### src/rtl/rn_pkg.sv
package rn_pkg;
  localparam int unsigned RN_NUM_LOG  = 16;
  localparam int unsigned RN_NUM_PHYS = 32;
  localparam int unsigned RN_NUM_REL  = 2;
  localparam int unsigned RN_LANES    = 2;
endpackage

### src/rtl/rn_pick.sv
module rn_pick #(
  parameter int N = 32,
  localparam int W = $clog2(N)
) (
  input  logic [N-1:0] vec,
  output logic         found,
  output logic [W-1:0] idx
);
  always_comb begin
    found = 1'b0;
    idx   = '0;
    for (int i = N - 1; i >= 0; i--) begin
      if (vec[i]) begin
        found = 1'b1;
        idx   = W'(i);
      end
    end
  end
endmodule

### src/rtl/rn_free_list.sv
module rn_free_list #(
  parameter int NUM_LOG  = 16,
  parameter int NUM_PHYS = 32,
  parameter int NUM_REL  = 2,
  parameter int LANES    = 2,
  localparam int PW = $clog2(NUM_PHYS),
  localparam int CW = $clog2(NUM_PHYS + 1)
) (
  input  logic                  clk,
  input  logic                  rst_n,
  input  logic [LANES-1:0]      alloc_vld,
  input  logic [LANES*PW-1:0]   alloc_idx,
  input  logic [NUM_REL-1:0]    rel_vld,
  input  logic [NUM_REL*PW-1:0] rel_preg,
  output logic [PW-1:0]         pick0,
  output logic [PW-1:0]         pick1,
  output logic [CW-1:0]         free_cnt
);
  logic [NUM_PHYS-1:0] free_q, free_d, clr_mask, set_mask, vec1;
  logic                found0, found1;
  logic [CW-1:0]       n_alloc, n_rel;

  rn_pick #(.N(NUM_PHYS)) u_pick0 (.vec(free_q), .found(found0), .idx(pick0));

  always_comb begin
    vec1 = free_q;
    vec1[pick0] = 1'b0;
  end

  rn_pick #(.N(NUM_PHYS)) u_pick1 (.vec(vec1), .found(found1), .idx(pick1));

  always_comb begin
    free_cnt = '0;
    for (int i = 0; i < NUM_PHYS; i++) free_cnt = free_cnt + CW'(free_q[i]);
  end

  always_comb begin
    clr_mask = '0;
    n_alloc  = '0;
    for (int l = 0; l < LANES; l++) begin
      if (alloc_vld[l]) begin
        clr_mask[alloc_idx[l*PW +: PW]] = 1'b1;
        n_alloc = n_alloc + 1'b1;
      end
    end
    set_mask = '0;
    n_rel    = '0;
    for (int k = 0; k < NUM_REL; k++) begin
      if (rel_vld[k]) begin
        set_mask[rel_preg[k*PW +: PW]] = 1'b1;
        n_rel = n_rel + 1'b1;
      end
    end
    free_d = (free_q & ~clr_mask) | set_mask;
  end

  always_ff @(posedge clk) begin
    if (!rst_n) begin
      for (int i = 0; i < NUM_PHYS; i++) free_q[i] <= (i >= NUM_LOG);
    end else begin
      free_q <= free_d;
    end
  end


  alloc_from_pool_chk: assert property (@(posedge clk) disable iff (!rst_n)
    alloc_vld[0] |-> (found0 && free_q[alloc_idx[0 +: PW]]));


  alloc_second_chk: assert property (@(posedge clk) disable iff (!rst_n)
    alloc_vld[1] |-> (found0 && free_q[alloc_idx[PW +: PW]]));


  distinct_alloc_chk: assert property (@(posedge clk) disable iff (!rst_n)
    (&alloc_vld) |-> (found1 && alloc_idx[0 +: PW] != alloc_idx[PW +: PW]));


  pool_balance_chk: assert property (@(posedge clk) disable iff (!rst_n)
    rst_n |=> (int'(free_cnt) == int'($past(free_cnt)) - int'($past(n_alloc)) + int'($past(n_rel))));

  genvar gk;
  generate
    for (gk = 0; gk < NUM_REL; gk++) begin : g_rel

      release_busy_chk: assert property (@(posedge clk) disable iff (!rst_n)
        rel_vld[gk] |-> !free_q[rel_preg[gk*PW +: PW]]);

      release_visible_chk: assert property (@(posedge clk) disable iff (!rst_n)
        rel_vld[gk] |=> free_q[$past(rel_preg[gk*PW +: PW])]);
    end
  endgenerate
endmodule

### src/rtl/rn_map_table.sv
module rn_map_table #(
  parameter int NUM_LOG  = 16,
  parameter int NUM_PHYS = 32,
  parameter int NRD      = 6,
  localparam int LW = $clog2(NUM_LOG),
  localparam int PW = $clog2(NUM_PHYS)
) (
  input  logic              clk,
  input  logic              rst_n,
  input  logic [NRD*LW-1:0] rd_addr,
  output logic [NRD*PW-1:0] rd_data,
  input  logic              we0,
  input  logic [LW-1:0]     wa0,
  input  logic [PW-1:0]     wd0,
  input  logic              we1,
  input  logic [LW-1:0]     wa1,
  input  logic [PW-1:0]     wd1
);
  logic [PW-1:0] map_q [NUM_LOG];

  genvar gr;
  generate
    for (gr = 0; gr < NRD; gr++) begin : g_rd
      assign rd_data[gr*PW +: PW] = map_q[rd_addr[gr*LW +: LW]];
    end
  endgenerate

  always_ff @(posedge clk) begin
    if (!rst_n) begin
      for (int i = 0; i < NUM_LOG; i++) map_q[i] <= PW'(i);
    end else begin
      if (we0) map_q[wa0] <= wd0;
      if (we1) map_q[wa1] <= wd1;
    end
  end


  later_lane_wins_chk: assert property (@(posedge clk) disable iff (!rst_n)
    we1 |=> (map_q[$past(wa1)] == $past(wd1)));


  lane0_update_chk: assert property (@(posedge clk) disable iff (!rst_n)
    (we0 && !(we1 && wa1 == wa0)) |=> (map_q[$past(wa0)] == $past(wd0)));
endmodule

### src/rtl/rn_rename.sv
module rn_rename
  import rn_pkg::*;
#(
  parameter int NUM_LOG  = RN_NUM_LOG,
  parameter int NUM_PHYS = RN_NUM_PHYS,
  parameter int NUM_REL  = RN_NUM_REL,
  localparam int LW = $clog2(NUM_LOG),
  localparam int PW = $clog2(NUM_PHYS)
) (
  input  logic                  clk,
  input  logic                  rst_n,
  input  logic                  in_valid,
  output logic                  in_ready,
  output logic                  stall,
  input  logic                  i0_vld,
  input  logic                  i0_wr,
  input  logic [LW-1:0]         i0_dst,
  input  logic [LW-1:0]         i0_src_a,
  input  logic [LW-1:0]         i0_src_b,
  input  logic                  i1_vld,
  input  logic                  i1_wr,
  input  logic [LW-1:0]         i1_dst,
  input  logic [LW-1:0]         i1_src_a,
  input  logic [LW-1:0]         i1_src_b,
  output logic                  out_valid,
  output logic [PW-1:0]         o0_pdst,
  output logic [PW-1:0]         o0_psrc_a,
  output logic [PW-1:0]         o0_psrc_b,
  output logic [PW-1:0]         o0_pold,
  output logic [PW-1:0]         o1_pdst,
  output logic [PW-1:0]         o1_psrc_a,
  output logic [PW-1:0]         o1_psrc_b,
  output logic [PW-1:0]         o1_pold,
  input  logic [NUM_REL-1:0]    rel_vld,
  input  logic [NUM_REL*PW-1:0] rel_preg
);
  localparam int LANES = RN_LANES;
  localparam int NRD   = 3 * LANES;
  localparam int CW    = $clog2(NUM_PHYS + 1);

  logic          w0, w1, fire, we0, we1;
  logic [1:0]    need;
  logic [CW-1:0] fl_cnt;
  logic [PW-1:0] pick0, pick1, pd0, pd1;
  logic [NRD*LW-1:0] rd_addr;
  logic [NRD*PW-1:0] rd_data;
  logic [LW-1:0]     l1_src [2];
  logic [PW-1:0]     l1_psrc [2];

  assign w0   = i0_vld & i0_wr;
  assign w1   = i1_vld & i1_wr;
  assign need = {1'b0, w0} + {1'b0, w1};

  assign in_ready  = (fl_cnt >= CW'(need));
  assign stall     = in_valid & ~in_ready;
  assign fire      = in_valid & in_ready;
  assign out_valid = fire;
  assign we0       = fire & w0;
  assign we1       = fire & w1;

  assign pd0 = pick0;
  assign pd1 = w0 ? pick1 : pick0;

  rn_free_list #(
    .NUM_LOG(NUM_LOG), .NUM_PHYS(NUM_PHYS), .NUM_REL(NUM_REL), .LANES(LANES)
  ) u_free (
    .clk(clk), .rst_n(rst_n),
    .alloc_vld({we1, we0}),
    .alloc_idx({pd1, pd0}),
    .rel_vld(rel_vld), .rel_preg(rel_preg),
    .pick0(pick0), .pick1(pick1), .free_cnt(fl_cnt)
  );

  assign rd_addr = {i1_dst, i1_src_b, i1_src_a, i0_dst, i0_src_b, i0_src_a};

  rn_map_table #(
    .NUM_LOG(NUM_LOG), .NUM_PHYS(NUM_PHYS), .NRD(NRD)
  ) u_map (
    .clk(clk), .rst_n(rst_n),
    .rd_addr(rd_addr), .rd_data(rd_data),
    .we0(we0), .wa0(i0_dst), .wd0(pd0),
    .we1(we1), .wa1(i1_dst), .wd1(pd1)
  );

  assign o0_psrc_a = rd_data[0*PW +: PW];
  assign o0_psrc_b = rd_data[1*PW +: PW];
  assign o0_pold   = w0 ? rd_data[2*PW +: PW] : '0;
  assign o0_pdst   = w0 ? pd0 : '0;

  assign l1_src[0] = i1_src_a;
  assign l1_src[1] = i1_src_b;

  genvar gs;
  generate
    for (gs = 0; gs < 2; gs++) begin : g_l1src
      assign l1_psrc[gs] = (w0 && l1_src[gs] == i0_dst) ? pd0 : rd_data[(3+gs)*PW +: PW];
    end
  endgenerate

  assign o1_psrc_a = l1_psrc[0];
  assign o1_psrc_b = l1_psrc[1];
  assign o1_pold   = !w1 ? '0 : (w0 && i1_dst == i0_dst) ? pd0 : rd_data[5*PW +: PW];
  assign o1_pdst   = w1 ? pd1 : '0;


  refused_no_alloc_chk: assert property (@(posedge clk) disable iff (!rst_n)
    stall |=> (fl_cnt >= $past(fl_cnt)));


  idle_no_alloc_chk: assert property (@(posedge clk) disable iff (!rst_n)
    !in_valid |=> (fl_cnt >= $past(fl_cnt)));


  bypass_a_chk: assert property (@(posedge clk) disable iff (!rst_n)
    (fire && w0 && i1_src_a == i0_dst) |-> (o1_psrc_a == o0_pdst));


  pair_distinct_chk: assert property (@(posedge clk) disable iff (!rst_n)
    (fire && w0 && w1) |-> (o0_pdst != o1_pdst));


  same_dst_old_chk: assert property (@(posedge clk) disable iff (!rst_n)
    (fire && w0 && w1 && i0_dst == i1_dst) |-> (o1_pold == o0_pdst));
endmodule

### config.mk
export PLATFORM = sky130hd
export DESIGN_NAME = rn_rename
export DESIGN_NICKNAME = d
export VERILOG_FILES = /design/src/rtl/rn_pkg.sv /design/src/rtl/rn_pick.sv /design/src/rtl/rn_free_list.sv /design/src/rtl/rn_map_table.sv /design/src/rtl/rn_rename.sv
export SDC_FILE = /design/constraint.sdc
export NUM_CORES = 1
export LEC_CHECK = 0
export BUFFER_PORTS_ARGS = -buffer_cell sky130_fd_sc_hd__buf_2
export CAP_MARGIN = 20
export CORE_ASPECT_RATIO = 0.75
export CORE_MARGIN = 8
export CORE_UTILIZATION = 41
export DETAILED_ROUTE_END_ITERATION = 12
export GPL_TIMING_DRIVEN = 0
export HOLD_SLACK_MARGIN = 0.08
export SYNTH_ARGS = -nofsm -noshare
export SYNTH_HDL_FRONTEND = slang
export SYNTH_SLANG_ARGS = --single-unit
### constraint.sdc
create_clock -name clk -period 12.1 [get_ports clk]
set_input_delay 0.605 -clock clk [delete_from_list [all_inputs] [get_ports clk]]
set_output_delay 0.605 -clock clk [all_outputs]
set_load 0.01 [all_outputs]
==> metrics.txt, run 1 <==
Post-DP HPWL 39500 µm; Layout Cells excl Fill 1655; CP Capture Type register; post-synth cell types 87; Max-slew headroom 0.259; synthesized area 12000 µm²; Max VDD drop between 0.00007 and 0.00008 V; DIE AREA ~35000 µm²; CTS tree done; # rows 54; Routed WL roughly 50000 µm; Final ANT Viol Nets 0; Setup Crit Path Kind register to register; Iteration-0 DRC Markers 2049; max-slew violation count 0; synth warn 0; Yosys top cell area share 0.277; #FFs+latches synth about 110; Vias roughly 12000; Fill cells approximately 2800; Vias/cell about 7.2; total global-route track usage 0.282; Slew @ Worst Pin 1.11 ns; Post-CTS Hold Fix Bufs 0; First-pass DRT Iterations 6; Req. time, crit path 12.18 ns; setup violators final 0; Power Density approximately 92 nW/µm²; vias in the first global route 11150; CTS max path bufs 2; largest area contributor in the netlist mux4_2; TritonCTS buffer count 9; Sw Ratio 0.393; max_cap viols 0; DR WL/cell 30.4 µm; worst-path fanout max 10; port buffer count 74; Starting Density 0.415; cells along the critical path clkbuf_1 -> inv_1 -> fa_1 -> fa_1 -> fa_1 -> fa_1 -> fa_1 -> fa_1 -> fa_1 -> fa_1 -> inv_1 -> ha_1 -> o21ai_0 -> nand4_1 -> nand2_1 -> nor2_1 -> nand2_1 -> nor3_1 -> nand2_1 -> nand3_1 -> o22ai_1; clk sink count ~110; Top FF cell, synth edfxtp_1; clk slew on worst S/H paths 0.08 ns; P_int 0.732 mW; largest net degree at the start of global routing 20; Die Span Y around 160 µm; clk_skew 0.0154 ns; I/O Pins 86; most used cell, CP fa_1; clock latency at the later pin of the worst-skew pair between 0.3 and 0.4 ns; number of flops mapped to enable cells by yosys 80; hold violation count in the final report 0; Seq/Total Area, Yosys 0.253; Layout area overhead 9.73%; WP buf/inv 3; most common cell in the netlist mux4_2; leak pwr 4.41 nW; Critical-path top delay cell nor3_1; Seq pwr share 0.369; Sw Pwr 0.475 mW; Die X 214 µm; cell count after synthesis approximately 1200; placed cell count roughly 1600; final period utilization 0.676; H-tree level count 3; Comb pwr share 0.388; CTS root buf clkbuf_16; total congestion overflow 0; Critical Path AT 8.26 ns; final net count ~1300; fraction of final layout cells sized beyond drive strength 1 0.225; Avg Cell Area, Syn 10.3 µm²; Fmax about 120 MHz; Clock Power Share 0.243; setup_tns 0 ns; critical path launch point type register; run status finished, final reports clean; Post-CTS Setup Inserts 0; PostCTS Resize Cnt 0; Final Wtd Congestion 1.04; Post-synth ARST share 0; initial antenna violation count 1; Crit path largest cell delay 0.63 ns; RSZ-0062 raised after global routing no; syn_nets 1246; global-route wire length before repair between 70000 and 80000 µm; Min-Delay Path Class register to register; delay-heaviest family, CP adder cells; Core ar. 29000 µm²; drc violations 0; top cells by count, synth mux4_2, nor2_1, nand2_1; Area contributors post-synth mux4_2, edfxtp_1, dfxtp_1; crit path time final 8.18 ns
area by class of cell:
cell class / instances / area, µm² / share of cell area
plain buffers: 90 / 383 / 0.0290
flip-flops and latches: 112 / 3040 / 0.231
clock inverters: 7 / 52.6 / 0.00398
clock buffers: 9 / 225 / 0.0171
diodes: 1 / 2.50 / 0.000190
multi-input cells: 898 / 8340 / 0.632
repair buffers: 78 / 399 / 0.0303
well taps: 392 / 490 / 0.0372
inverters: 68 / 255 / 0.0193
cells in the final DEF, fill, tap and decap left out, drive strengths merged, types with 13 or more instances in the layout:
master and n:
mux4 148, nor2b 15, clkbuf 60, fa 24, nand3 62, nor2 90, nor3 24, dfxtp 32
and2 15, buf 117, and3 13, o22ai 47, nor4 15, a31oi 27, o21ai 53, a21oi 29
a22oi 44, nand2 87, inv 69, edfxtp 80, a221oi 17, nand2b 13
logic make-up after synthesis:
| group | synth area share |
|---|---|
| AOI/OAI and AO/OA | 0.176 |
| xor gates and xnor gates | 0.00947 |
| adders and majority gates | 0.0539 |
| buffers and inverters | 0.0531 |
| DFF | 0.253 |
| muxes | 0.284 |
| and+or+nand+nor | 0.170 |
sequential cells by signal, summed over array words and instances, names as in the netlist:
signal / cells
u_map.map_q: 80
u_free.free_q: 32
worst paths after layout:
check / cells after the start / from / to / slack (ns)
min: 2 / u_free.free_q[3] / u_free.free_q[3] / 0.66
max: 21 / u_free.free_q[8] / u_map.map_q[0][1] / 3.92
min reg2reg: 2 / u_free.free_q[3] / u_free.free_q[3] / 0.66
max reg2reg: 21 / u_free.free_q[8] / u_map.map_q[0][1] / 3.92
metrics by stage:
| stage | total power, mW | hold slack [ns] | cell area, µm² | worst slack, ns | util |
|---|---|---|---|---|---|
| floorplan | 0.744 | 0.518 | 12000 | 5.43 | - |
| global placement | 0.901 | 0.622 | 12900 | 4.20 | 0.444 |
| detailed placement | 0.906 | 0.620 | 12900 | 4.00 | 0.445 |
| CTS | 1.19 | 0.631 | 13200 | 4.02 | 0.454 |
| global route | 1.25 | 0.667 | 13200 | 3.55 | 0.455 |
| finish | 1.21 | 0.656 | 13200 | 3.92 | 0.455 |
tightest hold or removal path, cell delays in order, from the launching register on:
cell,delay [ns]
dfxtp_1,0.42
nand2_1,0.12
a221oi_2,0.06
layer usage:
metal  GRT usage  up-vias  wire, µm
met5      0.0129        -        57
met3       0.126       81      9270
met2       0.361     1038     19100
met1       0.421     5850     20800
li1            -     4903         -
met4      0.0628        2       984
power by group through the flow:
| stage | registers [mW] | clock network (mW) | logic [mW] |
|---|---|---|---|
| 6_report | 0.446 | 0.293 | 0.468 |
| 5_1_grt | 0.445 | 0.305 | 0.502 |
| 4_1_cts | 0.441 | 0.293 | 0.458 |
| 3_5_place_dp | 0.450 | 0 | 0.456 |
| 3_3_place_gp | 0.450 | 0 | 0.452 |
| 2_1_floorplan | 0.436 | 0 | 0.307 |
No activity file was read; power rests on OpenSTA's default activity.
==> run 2, diff against run 1 <==
==> constraint.sdc (replaced) <==
create_clock -name clk -period 7.4 [get_ports clk]
set_input_delay 0.37 -clock clk [delete_from_list [all_inputs] [get_ports clk]]
set_output_delay 0.37 -clock clk [all_outputs]
set_load 0.01 [all_outputs]
==> run 2 against run 1 <==
Register-to-register slack lost 3.7 ns. Combinational power up 65%. Power up 64%. Largest cell class unchanged. Flip-flop and latch count stayed put. Sequential share of layout area decreased by 0.12 points. Clock power increased by 63%. Worst hold slack got worse by 0.12 ns.
==> metrics.txt, run 2 (synthesis gave the netlist of run 1 again) <==
most frequent cells in the layout mux4_2, buf_2, nand2_1, nor2_1, edfxtp_1; CTS max path bufs 2 (unchanged); Power Density 149 nW/µm² (+63%); Hold Path Origin in_valid; DIE AREA 35100 µm² (unchanged); First-pass DRT Iterations 6 (unchanged); placed cell count 1635 (unchanged); port buffer count 74 (unchanged); commonest non-fill, non-tap cell in the layout mux4_2; Final ANT Viol Nets 0 (unchanged); DR WL met2 19200 µm (+0.20%); max_cap viols 0 (unchanged); clock latency at the later pin of the worst-skew pair 0.36 ns (about the same); global-route wire length before repair 73100 µm (about the same); vias in the first global route 11138 (-0.11%); final period utilization 0.975 (+0.299); CTS root buf clkbuf_16; clk_skew 0.0126 ns (-0.00276 ns); wire length on met3 9420 µm (+1.6%); initial antenna violation count 1 (unchanged); Post-DP HPWL 39500 µm (unchanged); Iteration-0 DRC Markers 1943 (-5.2%); WL met1 20800 µm (about the same); DR top layer met5; # rows 54 (unchanged); Core ar. 29000 µm² (unchanged); Starting Density 0.415 (unchanged); Max VDD drop 0.000129 V (+63%); DR WL/cell 30.4 µm (+0.23%); Setup Crit Path Kind register to register; crit path time final 7.21 ns (-0.968 ns); Post-CTS Hold Fix Bufs 0 (unchanged); Critical Path AT 7.27 ns (-0.99 ns); biggest regs u_map.map_q: 80 flops, u_free.free_q: 32 flops; Layout Cells excl Fill 1654 (-0.060%); CTS tree done; I/O Pins 86 (unchanged); leak pwr 4.43 nW (+0.27%); TritonCTS buffer count 9 (unchanged); Die X 214 µm (unchanged); Routed WL 50300 µm (+0.17%); Req. time, crit path 7.45 ns (-4.73 ns); Hold Path Cell Cnt 4 (+2); hold violation count in the final report 0 (unchanged); cells on worst reg2reg path 22 (+4.8%); CP Capture Type register; RSZ-0062 raised after global routing yes; Vias 11891 (+0.14%); fraction of final layout cells sized beyond drive strength 1 0.237 (+0.0121); largest net degree at the start of global routing 20 (unchanged); max-slew violation count 0 (unchanged); clk slew on worst S/H paths 0.08 ns (about the same); Min-Delay Path Class primary input to register; worst-path fanout max 10 (unchanged); Place WS -0.696 ns (-4.70 ns); total global-route track usage 0.282 (unchanged); Fmax 139 MHz (+13%); Layout area overhead 10.4%; clk sink count 112 (unchanged); max FFs per register 80 (unchanged); worst r2r src u_free.free_q[24]; total congestion overflow 0 (unchanged); CP startpoint u_free.free_q[24]; Biggest register u_map.map_q; Post-CTS Setup Inserts 0 (unchanged); Die Span Y 164 µm (unchanged); Max-slew headroom 0.229 (-0.0309); Slew @ Worst Pin 1.16 ns (+0.0463 ns); final net count 1334 (-0.075%); Final Wtd Congestion 1.04 (unchanged); post-layout worst setup margin 0.188 ns (-3.73 ns); run status finished, final reports clean; Vias/cell 7.19 (+0.20%); setup violators final 0 (unchanged); H-tree level count 3 (unchanged); critical path launch point type register; drc violations 0 (unchanged)
[run 2: worst max-delay path, stage by stage (launching register included)]
cell and delay (ns):
dfxtp_1 0.53, inv_2 0.19, fa_1 0.52, fa_1 0.52, inv_1 0.05, fa_1 0.48
inv_1 0.05, fa_1 0.46, fa_1 0.51, fa_1 0.43, fa_1 0.44, fa_1 0.55
inv_1 0.04, ha_1 0.25, o21ai_0 0.08, nand4_1 0.19, nand2_4 0.14, nor2_4 0.24
nand2_1 0.15, nor3_2 0.45, nand3_1 0.23, nor2_1 0.25, a22oi_1 0.13
[run 2: power breakdown]
| part | total [mW] | internal [mW] | leakage, nW | switching, mW |
|---|---|---|---|---|
| logic | 0.771 | 0.282 | 3.32 | 0.489 |
| clock network | 0.479 | 0.232 | 0.133 | 0.248 |
| registers | 0.729 | 0.686 | 0.977 | 0.0434 |
[run 2: what timing repair did]
item                                    CTS  global route
resized for setup                        10            12
pin swaps                                 0             0
endpoints found under the setup margin  159           158
[run 2: path summary, 6_finish.rpt]
check                           slack, ns                 end
worst max-delay path                 0.19  u_map.map_q[11][0]
worst min-delay path                 0.54   u_free.free_q[12]
worst max register to register       0.19  u_map.map_q[11][0]
worst min register to register       0.64    u_free.free_q[3]
[run 2: final cells by class]
type	instances	area, µm²
Sequential cell	112	3050
Multi-Input combinational cell	898	8420
Fill cell	2786	15700
Inverter	68	255
Clock inverter	7	52.6
Antenna cell	1	2.50
Buffer	89	379
Clock buffer	9	225
Timing Repair Buffer	78	399
Tap cell	392	490
[run 2: per-layer routing]
| metal | vias up | track usage |
|---|---|---|
| li1 | 4902 | - |
| met1 | 5879 | 0.421 |
| met2 | 1034 | 0.362 |
| met3 | 74 | 0.126 |
| met4 | 2 | 0.0613 |
| met5 | - | 0.0129 |
[run 2: through the flow]
stage,TNS (ns),hold WS (ns),power [mW],util,instance area (µm²)
2_1_floorplan,0,0.518,1.22,-,12000
3_3_place_gp,-45.73,0.622,1.47,0.444,12900
3_5_place_dp,-65.68,0.620,1.48,0.445,12900
4_1_cts,0,0.536,1.95,0.456,13200
5_1_grt,-0.849,0.554,2.05,0.458,13300
6_report,0,0.536,1.98,0.458,13300
